--- src/rtl/fpcm_pkg.sv ---
package fpcm_pkg;
  localparam int MASK_W = 9;
  // mask bit positions
  localparam int MB_POS    = 0;
  localparam int MB_NEG    = 1;
  localparam int MB_ZERO   = 2;
  localparam int MB_UNNORM = 3;
  localparam int MB_NORM   = 4;
  localparam int MB_INF    = 5;
  localparam int MB_SNAN   = 6;
  localparam int MB_QNAN   = 7;
  localparam int MB_NATVAL = 8;
  // category index k is selected by mask bit k + MB_ZERO
  localparam int CAT_N     = 7;
  localparam int CI_ZERO   = 0;
  localparam int CI_UNNORM = 1;
  localparam int CI_NORM   = 2;
  localparam int CI_INF    = 3;
  localparam int CI_SNAN   = 4;
  localparam int CI_QNAN   = 5;
  localparam int CI_NATVAL = 6;

  typedef struct packed {
    logic             sign;
    logic [CAT_N-1:0] cat;
  } fpcm_class_t;
endpackage

--- src/rtl/fpcm_decode.sv ---
module fpcm_decode
  import fpcm_pkg::*;
#(
  parameter int EXP_W = 17,
  parameter int SIG_W = 64
) (
  input  logic [EXP_W+SIG_W:0] op_i,
  output fpcm_class_t          cls_o
);
  localparam int QBIT = SIG_W - 2;
  localparam int IBIT = SIG_W - 1;
  localparam logic [EXP_W-1:0] EXP_NATVAL = {{(EXP_W-1){1'b1}}, 1'b0};

  logic             sgn;
  logic [EXP_W-1:0] ex;
  logic [SIG_W-1:0] sg;
  logic             exp_max, exp_zero, exp_natval, sig_zero, frac_zero;
  logic [CAT_N-1:0] cat;

  assign {sgn, ex, sg} = op_i;
  assign exp_max    = &ex;
  assign exp_zero   = ~|ex;
  assign exp_natval = (ex == EXP_NATVAL);
  assign sig_zero   = ~|sg;
  assign frac_zero  = ~|sg[QBIT:0];

  always_comb begin
    cat = '0;
    if (!sgn && exp_natval && sig_zero)  cat[CI_NATVAL] = 1'b1;
    else if (exp_max) begin
      if (frac_zero)                     cat[CI_INF]    = 1'b1;
      else if (sg[QBIT])                 cat[CI_QNAN]   = 1'b1;
      else                               cat[CI_SNAN]   = 1'b1;
    end else if (exp_zero) begin
      if (sig_zero)                      cat[CI_ZERO]   = 1'b1;
      else                               cat[CI_UNNORM] = 1'b1; // denormal / pseudo-denormal
    end else if (sg[IBIT])               cat[CI_NORM]   = 1'b1;
    else                                 cat[CI_UNNORM] = 1'b1;
  end

  assign cls_o.sign = sgn;
  assign cls_o.cat  = cat;
endmodule

--- src/rtl/fpcm_eval.sv ---
module fpcm_eval
  import fpcm_pkg::*;
(
  input  fpcm_class_t       cls_i,
  input  logic [MASK_W-1:0] mask_i,
  output logic              hit_o
);
  logic             sign_ok;
  logic [CAT_N-1:0] term;

  assign sign_ok = cls_i.sign ? mask_i[MB_NEG] : mask_i[MB_POS];

  for (genvar k = 0; k < CAT_N; k++) begin : g_term
    if (k <= CI_INF) begin : g_signed
      assign term[k] = cls_i.cat[k] & mask_i[k+MB_ZERO] & sign_ok;
    end else begin : g_special
      assign term[k] = cls_i.cat[k] & mask_i[k+MB_ZERO];
    end
  end

  assign hit_o = |term;
endmodule

--- src/rtl/fpcm_pred_wr.sv ---
module fpcm_pred_wr (
  input  logic       clk_i,
  input  logic       rst_ni,
  input  logic       issue_i,
  input  logic       qp_i,
  input  logic       uncond_i,
  input  logic       not_match_i,
  input  logic       hit_i,
  output logic       pred_we_o,
  output logic [1:0] pred_o
);
  logic       we_d;
  logic [1:0] val_d;
  logic       res;

  assign res = hit_i ^ not_match_i;

  always_comb begin
    we_d  = 1'b0;
    val_d = 2'b00;
    if (issue_i) begin
      if (qp_i) begin
        we_d  = 1'b1;
        val_d = {~res, res};
      end else if (uncond_i) begin
        we_d  = 1'b1;
      end
    end
  end

  always_ff @(posedge clk_i or negedge rst_ni) begin
    if (!rst_ni) begin
      pred_we_o <= 1'b0;
      pred_o    <= 2'b00;
    end else begin
      pred_we_o <= we_d;
      pred_o    <= val_d;
    end
  end
endmodule

--- src/rtl/fp_class_match.sv ---
module fp_class_match
  import fpcm_pkg::*;
#(
  parameter int EXP_W = 17,
  parameter int SIG_W = 64
) (
  input  logic                    clk_i,
  input  logic                    rst_ni,
  input  logic                    issue_i,
  input  logic                    qp_i,
  input  logic                    uncond_i,
  input  logic                    not_match_i,
  input  logic [MASK_W-1:0]       mask_i,
  input  logic [EXP_W+SIG_W:0]    operand_i,
  output logic                    pred_we_o,
  output logic [1:0]              pred_o
);
  fpcm_class_t cls;
  logic        hit;

  fpcm_decode #(.EXP_W(EXP_W), .SIG_W(SIG_W)) u_decode (
    .op_i  (operand_i),
    .cls_o (cls)
  );

  fpcm_eval u_eval (
    .cls_i  (cls),
    .mask_i (mask_i),
    .hit_o  (hit)
  );

  fpcm_pred_wr u_wr (
    .clk_i       (clk_i),
    .rst_ni      (rst_ni),
    .issue_i     (issue_i),
    .qp_i        (qp_i),
    .uncond_i    (uncond_i),
    .not_match_i (not_match_i),
    .hit_i       (hit),
    .pred_we_o   (pred_we_o),
    .pred_o      (pred_o)
  );
endmodule

--- config.mk ---
export PLATFORM = sky130hd
export DESIGN_NAME = fp_class_match
export DESIGN_NICKNAME = d
export VERILOG_FILES = /design/src/rtl/fpcm_pkg.sv /design/src/rtl/fpcm_decode.sv /design/src/rtl/fpcm_eval.sv /design/src/rtl/fpcm_pred_wr.sv /design/src/rtl/fp_class_match.sv
export SDC_FILE = /design/constraint.sdc
export NUM_CORES = 1
export LEC_CHECK = 0
export BUFFER_PORTS_ARGS = -buffer_cell sky130_fd_sc_hd__buf_2
export CAP_MARGIN = 30
export CORE_MARGIN = 2
export CORE_UTILIZATION = 26
export DETAILED_ROUTE_END_ITERATION = 10
export GPL_ROUTABILITY_DRIVEN = 0
export PLACE_DENSITY = 0.84
export SETUP_SLACK_MARGIN = 0.15
export SLEW_MARGIN = 20
export SYNTH_ARGS = -nofsm -noshare
export SYNTH_HDL_FRONTEND = slang
export SYNTH_HIERARCHICAL = 1
export SYNTH_SLANG_ARGS = --single-unit
--- constraint.sdc ---
create_clock -name clk_i -period 1.25 [get_ports clk_i]
set_clock_uncertainty 0.1 [all_clocks]
set_input_delay 0.125 -clock clk_i [delete_from_list [all_inputs] [get_ports clk_i]]
set_output_delay 0.125 -clock clk_i [all_outputs]
set_load 0.02 [all_outputs]
==> results of run 1 <==
[timing repair]
| item | CTS | global route |
|---|---|---|
| hold buffers | 2 | 0 |
| endpoints found under the setup margin | 2 | 2 |
| setup buffers | 1 | 0 |
| hold endpoints to repair | 4 | 0 |
| gates resized for setup | 5 | 11 |
| pin swaps | 9 | 8 |
[routing by layer]
metal  track usage  wire length [µm]  part of all wire  vias to the layer above
li1              -                 -                 -                      493
met1         0.228               915              0.35                      458
met2         0.425              1580              0.60                       44
met3        0.0346               135             0.051                        0
met4        0.0389                 0                 0                        0
met5             0                 0                 0                        -
[state kept, by name, indices dropped and copies added (netlist names)]
register and count:
u_wr/pred_o 2, u_wr/pred_we_o 1
[metrics by stage]
stage | setup TNS, ns | worst slack (ns) | power (µW) | hold WS, ns
after floorplan | -1.40 | -0.720 | 159 | -0.271
after global placement | -1.75 | -0.892 | 346 | -0.180
after detailed placement | -2.02 | -1.03 | 355 | -0.178
after CTS | -1.41 | -0.735 | 545 | 0.0313
after global routing | -1.74 | -0.895 | 608 | 0.0423
final | -1.44 | -0.750 | 565 | 0.0356
[cell usage in the layout (no fill, tap or decap), types with 2 or more instances in the layout]
master         synthesis  final
clkbuf_4               0      3
o21a_1                 2      2
nor2_1                 3      3
nor4_1                18      6
nand2_1                3      3
nor3_1                 3      3
buf_6                  0      6
dfrtp_1                3      3
buf_4                  1      9
nor4_4                 1      5
buf_2                  0     93
inv_1                  2      2
nor4_2                 1      9
dlygate4sd3_1          0      2
and2_1                 2      2
and3_1                 2      2
nand4_1                9      9
[worst paths after layout]
path / start / endpoint / slack [ns] / cells after the start
min in group asynchronous: rst_ni / u_wr/pred_o[1]$_DFF_PN0_ / 0.12 / 2
worst max-delay path: operand_i[41] / u_wr/pred_o[1]$_DFF_PN0_ / -0.75 / 10
max in group asynchronous: rst_ni / u_wr/pred_o[0]$_DFF_PN0_ / 0.83 / 2
worst min-delay path: issue_i / u_wr/pred_we_o$_DFF_PN0_ / 0.04 / 2
[cell families (layout without fill, tap and decap cells)]
kind of cell	Yosys count	count (layout)	synth area share
compound gates	8	8	0.148
xor+xnor	1	1	0.0181
buf+inv	3	116	0.0311
flops	3	3	0.155
mux	1	1	0.0207
simple gates	45	45	0.627
[cell type report]
type	instances	area (µm²)	share of cell area
well taps	25	31.3	0.0246
flip-flops and latches	3	75.1	0.0591
repair buffers	110	621	0.489
multi-input cells	55	509	0.401
clock buffers	4	26.3	0.0207
inverters	2	7.51	0.00591
[power by group]
group	switching [µW]	internal, µW
Combinational	119	168
Clock	52.9	120
Sequential	1.66	103
==> flow_summary_export.csv, run 1 <==
group,metric,value,unit
synth,synth_nets,158,
detailed_routing,drt_iter0_drc,16,
timing,finalCritPeriodShare,1.60,
detailed_routing,first_pass_iters,5,
finish,fin_nets,272,
placement,io_buffer_count,99,
flow_run,maxCapViolCount,0,
setup_path,path_class,"primary input to flip-flop",
synth,yosys.area.top_type,"nor4_1",
die,die_area,0.00222,mm²
timing,setup_viol,2,
global_route,grt_overflow,0,
setup_path,cp_slowest_cell,"nor4_4",
finish,utilization,0.728,
power,p_per_area,445,mW/mm²
setup_path,worstPathCellList,"buf_2 -> nor4_2 -> nand4_1 -> nor4_4 -> a311oi_2 -> a22o_1 -> a221oi_2 -> o21ai_1 -> xnor2_1 -> and3_1",
clock_tree,cts_sinks,3,
synth,ys_seq_elements,3,
setup_path,crit_path_max_incr_delay,0.34,ns
die,start_util,0.277,
synth,syn_avg_cell_area,7.92,µm²
placement,dpl_cell_area,0.00111,mm²
outcome,status,"complete, but fails checks",
detailed_routing,ant_nets,0,
synth,ys_seq_area_frac,0.155,
finish,stdcell_area,0.00127,mm²
timing,tightest_slew,0.328,ns
finish,drive_above_1_share,0.736,
global_route,grt_usage,0.211,
setup_path,crit_arrival,2.07,ns
global_route,grt_pass1_vias,885,
clock_tree,numCtsBuffers,3,
clock_tree,cts_max_level,1,
timing,maxSlewViolCount,0,
synth,async_flop_share,1.00,
power,leakagePower,0.000627,µW
clock_tree,clk_pin_slew,0.04,ns
detailed_routing,vias_per_cell,5.00,
synth,synth.top_cells.by_area,"nor4_1 (23%), dfrtp_1 (16%), nand4_1 (12%), nor4b_4 (4.9%), nor4_4 (4.4%)",
worst_hold_path,hold_class,"primary input to flip-flop",
timing,fmax,500,MHz
setup_path,critPathBufInv,1,
timing,slew_headroom,0.779,
clock_tree,cts_tree,"done",
finish,layout.cells.non_filler,199,
synth,synth_flop_cell,"dfrtp_1",
die,core_area,0.00175,mm²
timing,min_period,2.00,ns
finish,insertedDiodeCount,0,
outcome,violations,"setup timing",
placement,dp.cells,192,
setup_path,start_kind,"primary input",
detailed_routing,drc,0,
timing,rsz0062_at_grt,"true",
synth,synth_top_area_share,0.233,
synth,ys_types,24,
power,max-vdd-ir-drop,304,µV
synth,yosysWarnings,6,
die,io_pins,100,
timing,worst_slack,-0.750,ns
clock_tree,cts.path.max_buffers,2,
detailed_routing,num_vias,995,
timing,finalHoldViolations,0,
setup_path,crit_family,"simple AND/OR/NAND/NOR gates",
finish,fillers,158,
placement,hpwl,2.12,mm
die,placementRows,15,
global_route,grt_max_degree,4,
detailed_routing,wl,2.63,mm
synth,synth_edf_count,0,
die,dieHeight,47.1,µm
setup_path,required,1.32,ns
synth,post-synth-top-count-cell,"nor4_1",
die,die-width,47.1,µm
synth,synthesis.area,483,µm²
synth,postSynthCellCount,61,
global_route,antenna_found_initial,0,
synth,synth.top_cells.by_count,"nor4_1 (18), nand4_1 (9)",
clock_tree,root_buffer,"clkbuf_4",
setup_path,cp_max_fo,3,
setup_path,endpoint_kind,"flip-flop",
detailed_routing,wire_per_inst,13.2,µm
global_route,grt_pass1_wl,3.37,mm
finish,area_delta_synth_final,163,%
Note: power is estimated with default switching activity, not from simulation.
==> run 2, diff against run 1 <==
--- a/config.mk
+++ b/config.mk
@@ -12,6 +12,8 @@
 export DETAILED_ROUTE_END_ITERATION = 10
 export GPL_ROUTABILITY_DRIVEN = 0
+export HOLD_SLACK_MARGIN = 0.12
 export PLACE_DENSITY = 0.84
 export SETUP_SLACK_MARGIN = 0.15
+export SKIP_LAST_GASP = 1
 export SLEW_MARGIN = 20
 export SYNTH_ARGS = -nofsm -noshare
--- a/constraint.sdc
+++ b/constraint.sdc
@@ -3,3 +3,3 @@
 set_input_delay 0.125 -clock clk_i [delete_from_list [all_inputs] [get_ports clk_i]]
 set_output_delay 0.125 -clock clk_i [all_outputs]
-set_load 0.02 [all_outputs]
+set_load 0.01 [all_outputs]
==> run 2 against run 1 <==
The flow still finishes with violations (setup timing). Global-route usage is 2.7 points higher. Via count is 2.8% higher. Critical path depth stayed put. Sequential power hardly changed. Clock power hardly changed. Final area is 2.4% higher. Critical path type unchanged. Largest cell class unchanged.
==> flow_summary_export.csv, run 2 (synthesized netlist as in run 1, its figures left out) <==
group,metric,value,unit
outcome,status,"complete, but fails checks",
outcome,violations,"setup timing",
timing,tns,-1.47,ns
global_route,grt_pass1_wl,3.70,mm
finish,mostFrequentLayoutCells,"buf_2 (93), nand4_1 (9), nor4_2 (9), buf_4 (9)",
die,dieHeight,47.1,µm
clock_tree,cts_sinks,3,
power,p_per_area,438,mW/mm²
power,leakagePower,0.000640,µW
detailed_routing,wl,2.71,mm
finish,top_register,"u_wr/pred_o",
detailed_routing,top_layer,"met4",
die,die_area,0.00222,mm²
detailed_routing,ant_nets,0,
finish,largest_register_ffs,2,
detailed_routing,first_pass_iters,4,
timing,finalHoldViolations,0,
die,placementRows,15,
finish,fin_nets,275,
die,start_util,0.277,
detailed_routing,wire_per_inst,13.4,µm
clock_tree,cts.path.max_buffers,2,
timing,rsz0062_at_grt,"true",
clock_tree,cts_tree,"done",
detailed_routing,drt_iter0_drc,13,
global_route,grt_pass1_vias,922,
timing,min_period,2.01,ns
placement,io_buffer_count,99,
die,core_area,0.00175,mm²
flow_run,maxCapViolCount,0,
timing,fmax,497,MHz
detailed_routing,vias_per_cell,5.06,
clock_tree,clk_pin_slew,0.04,ns
finish,utilization,0.745,
detailed_routing,drc,0,
clock_tree,root_buffer,"clkbuf_4",
timing,maxSlewViolCount,0,
power,max-vdd-ir-drop,223,µV
clock_tree,numCtsBuffers,3,
die,io_pins,100,
detailed_routing,wl_met3,170,µm
timing,setup_viol,2,
detailed_routing,wl_met1,926,µm
finish,largestRegisters,"u_wr/pred_o (2), u_wr/pred_we_o (1)",
finish,fillers,149,
placement,hpwl,2.12,mm
global_route,grt_max_degree,4,
global_route,antenna_found_initial,0,
timing,finalCritPeriodShare,1.61,
finish,stdcell_area,0.00130,mm²
setup_path,start_kind,"primary input",
detailed_routing,wl_met2,1.60,mm
finish,insertedDiodeCount,0,
setup_path,cp_max_fo,3,
finish,drive_above_1_share,0.723,
placement,dpl_cell_area,0.00111,mm²
global_route,grt_overflow,0,
clock_tree,cts_max_level,1,
setup_path,path_class,"primary input to flip-flop",
worst_hold_path,hold_class,"primary input to asynchronous set/reset pin",
setup_path,endpoint_kind,"flip-flop",
finish,mostFrequentLayoutCell,"buf_2",
finish,area_delta_synth_final,169,%
setup_path,required,1.31,ns
timing,tightest_slew,0.332,ns
die,die-width,47.1,µm
timing,worst_slack,-0.762,ns
timing,slew_headroom,0.777,
detailed_routing,num_vias,1023,
setup_path,crit_arrival,2.08,ns
global_route,grt_usage,0.238,
timing,hold_slack,0.127,ns
[run 2: cell count changes in the layout (fill, tap and decap cells not counted), sizes merged]
cell | before | now
dlygate4sd3 | 2 | 5
[run 2: timing repair]
item,CTS,global route
hold buffers,6,0
setup buffers,1,0
resized for setup,5,11
hold endpoints to repair,6,0
endpoints found under the setup margin,2,5
pin swaps,9,9
[run 2: final timing paths]
| check | cells after the start | to | start |
|---|---|---|---|
| worst max-delay path | 10 | u_wr/pred_o[1]$_DFF_PN0_ | operand_i[41] |
| worst min-delay path | 2 | u_wr/pred_o[1]$_DFF_PN0_ | rst_ni |
| max in group asynchronous | 2 | u_wr/pred_o[0]$_DFF_PN0_ | rst_ni |
| min in group clk_i | 5 | u_wr/pred_o[0]$_DFF_PN0_ | mask_i[8] |
[run 2: stage by stage]
step | power (µW) | setup WS, ns | cells
global placement | 342 | -0.892 | 192
floorplan | 154 | -0.720 | 61
finish | 569 | -0.762 | 202
CTS | 550 | -0.735 | 203
detailed placement | 350 | -1.03 | 192
global route | 612 | -0.895 | 202
[run 2: cell type report]
class / instances / area (µm²) / area share
clock buffer: 4 / 26.3 / 0.0202
inverter: 2 / 7.51 / 0.00577
multi-input combinational: 55 / 509 / 0.392
sequential: 3 / 75.1 / 0.0577
tap: 25 / 31.3 / 0.0241
timing repair buffer: 113 / 651 / 0.500
[run 2: metal layers]
metal / vias up / GRT usage
li1: 498 / -
met2: 54 / 0.458
met1: 469 / 0.259
met3: 2 / 0.0346
met4: 0 / 0.0889
met5: - / 0
[run 2: power by group]
part           internal (µW)  leakage [µW]  switching (µW)
Clock                    120     0.0000150            54.0
Combinational            174      0.000585             116
Sequential               103     0.0000392            1.73
Total                    398      0.000640             171
[run 2: critical path: stages]
cell      delay [ns]
buf_2           0.10
nor4_2          0.29
nand4_1         0.18
nor4_4          0.35
a311oi_2        0.16
a22o_1          0.21
a221oi_2        0.18
o21ai_1         0.10
xnor2_1         0.20
and3_1          0.19
==> run 3, diff against run 2 <==
CORE_UTILIZATION = 24   (was 26)
PLACE_DENSITY = 0.79   (was 0.84)
clock period = 2 ns   (was 1.25 ns; I/O delays follow)
==> run 3 against run 2 <==
The flow still finishes with violations (setup timing). Final area decreased by 4.5%. Via count decreased by 2.9%. Sequential share of layout area increased by 0.27 points. Critical endpoint unchanged. Largest cell class unchanged. Flip-flop and latch count unchanged. Global-route usage decreased by 2.8 points. Non-clock buffer count decreased by 4. Count of clock-buffer cells in the layout unchanged. First-iteration DRC count unchanged. Setup slack improved by 0.69 ns. Routed wire length decreased by 3.4%. Sequential power decreased by 38%. Clock power decreased by 40%.
==> flow_summary_export.csv, run 3 (synthesized netlist as in run 1, its figures left out) <==
group,metric,value,unit
outcome,status,"complete, but fails checks",
outcome,violations,"setup timing",
clock_tree,cts_sinks,3,
placement,hpwl,2.02,mm
global_route,grt_overflow,0,
detailed_routing,vias_per_cell,4.97,
finish,fillers,176,
setup_path,start_kind,"primary input",
worst_hold_path,hold_class,"primary input to flip-flop",
timing,setup_viol,2,
die,start_util,0.251,
detailed_routing,first_pass_iters,5,
power,swShare,0.289,
global_route,grt_usage,0.210,
timing,rsz0062_at_grt,"true",
global_route,grt_pass1_vias,1036,
timing,maxSlewViolCount,0,
detailed_routing,wire_per_inst,13.1,µm
clock_tree,cts.path.max_buffers,2,
timing,tightest_slew,0.326,ns
finish,largest_register_ffs,2,
die,io_pins,100,
finish,top_register,"u_wr/pred_o",
timing,finalHoldViolations,0,
die,dieHeight,48.9,µm
timing,finalCritPeriodShare,1.04,
timing,min_period,2.08,ns
detailed_routing,num_vias,993,
detailed_routing,wl,2.62,mm
flow_run,maxCapViolCount,0,
clock_tree,clk_pin_slew,0.04,ns
finish,drive_above_1_share,0.688,
power,leakagePower,0.000615,µW
finish,area_delta_synth_final,157,%
clock_tree,numCtsBuffers,3,
power,power.switching,98.8,µW
finish,mostFrequentLayoutCells,"buf_2 (93), nor4_1 (10), nand4_1 (9), buf_6 (6)",
timing,worst_slack,-0.0763,ns
global_route,grt_pass1_wl,4.05,mm
finish,seqCellArea,75.1,µm²
die,die_area,0.00239,mm²
timing,fmax,482,MHz
detailed_routing,drc,0,
power,clock_power_share,0.304,
die,die-width,48.9,µm
finish,multi_input_area,478,µm²
finish,fin_nets,271,
clock_tree,root_buffer,"clkbuf_4",
detailed_routing,ant_nets,0,
finish,mostFrequentLayoutCell,"buf_2",
clock_tree,cts_tree,"done",
global_route,antenna_found_initial,0,
setup_path,endpoint_kind,"flip-flop",
power,p_total,342,µW
global_route,grt_max_degree,6,
finish,insertedDiodeCount,0,
power,comb_power_share,0.504,
finish,largestRegisters,"u_wr/pred_o (2), u_wr/pred_we_o (1)",
power,p_per_area,276,mW/mm²
detailed_routing,drt_iter0_drc,13,
setup_path,required,2.06,ns
die,core_area,0.00192,mm²
setup_path,crit_arrival,2.14,ns
placement,io_buffer_count,99,
clock_tree,post-cts-setup-buffers,0,
power,max-vdd-ir-drop,198,µV
die,placementRows,16,
power,seq_power_share,0.192,
setup_path,path_class,"primary input to flip-flop",
setup_path,cp_max_fo,5,
timing,hold_slack,0.173,ns
timing,slew_headroom,0.781,
clock_tree,cts_max_level,1,
power,p_int,243,µW
[run 3: worst max-delay path, stage by stage]
cell and delay (ns):
buf_2 0.12, nor4_4 0.26, nand4_1 0.18, nor4_4 0.39, a311oi_1 0.14, a22o_1 0.21, a221oi_2 0.17, o21ai_1 0.09
xnor2_1 0.18, and3_1 0.19
[run 3: cell type report]
type,count,share of cell area
sequential,3,0.0605
timing repair buffer,109,0.500
tap,27,0.0272
multi-input combinational,55,0.385
clock buffer,4,0.0212
inverter,2,0.00605
[run 3: worst paths after layout]
path,slack [ns],end,startpoint,cells past startpoint
max in group asynchronous,1.49,u_wr/pred_we_o$_DFF_PN0_,rst_ni,2
setup / recovery,-0.08,u_wr/pred_o[1]$_DFF_PN0_,operand_i[1],10
hold / removal,0.17,u_wr/pred_o[0]$_DFF_PN0_,not_match_i,3
min in group asynchronous,0.20,u_wr/pred_o[0]$_DFF_PN0_,rst_ni,2
[run 3: metal layers]
metal,wire (µm),global-route usage,up-vias,share of wire
li1,-,-,490,-
met3,202,0.0613,2,0.077
met4,12,0.0381,0,0.0046
met5,0,0,-,0
met1,962,0.205,454,0.37
met2,1440,0.429,47,0.55
[run 3: timing repair]
item,CTS,global route
gates resized for setup,6,5
endpoints found under the hold margin,5,0
pin swaps,7,5
cloned,0,0
endpoints found under the setup margin,2,2
hold buffers,5,0
[run 3: power by group through the flow]
| stage | Combinational [µW] | Sequential, µW | Clock [µW] |
|---|---|---|---|
| finish | 173 | 65.5 | 104 |
| global route | 188 | 65.6 | 118 |
| CTS | 163 | 65.3 | 108 |
| detailed placement | 147 | 66.0 | 0 |
| global placement | 144 | 66.0 | 0 |
| floorplan | 28.3 | 68.2 | 0 |
[run 3: stage by stage]
step	TNS [ns]	instance area, µm²	std cells	utilization	setup WS [ns]
detailed placement	-0.607	1090	191	0.569	-0.329
finish	-0.0788	1240	200	0.646	-0.0763
global placement	-0.447	1090	191	0.569	-0.244
global route	-0.430	1240	200	0.646	-0.240
CTS	-0.0780	1210	200	0.628	-0.0747
floorplan	-0.0481	534	61	-	-0.0448
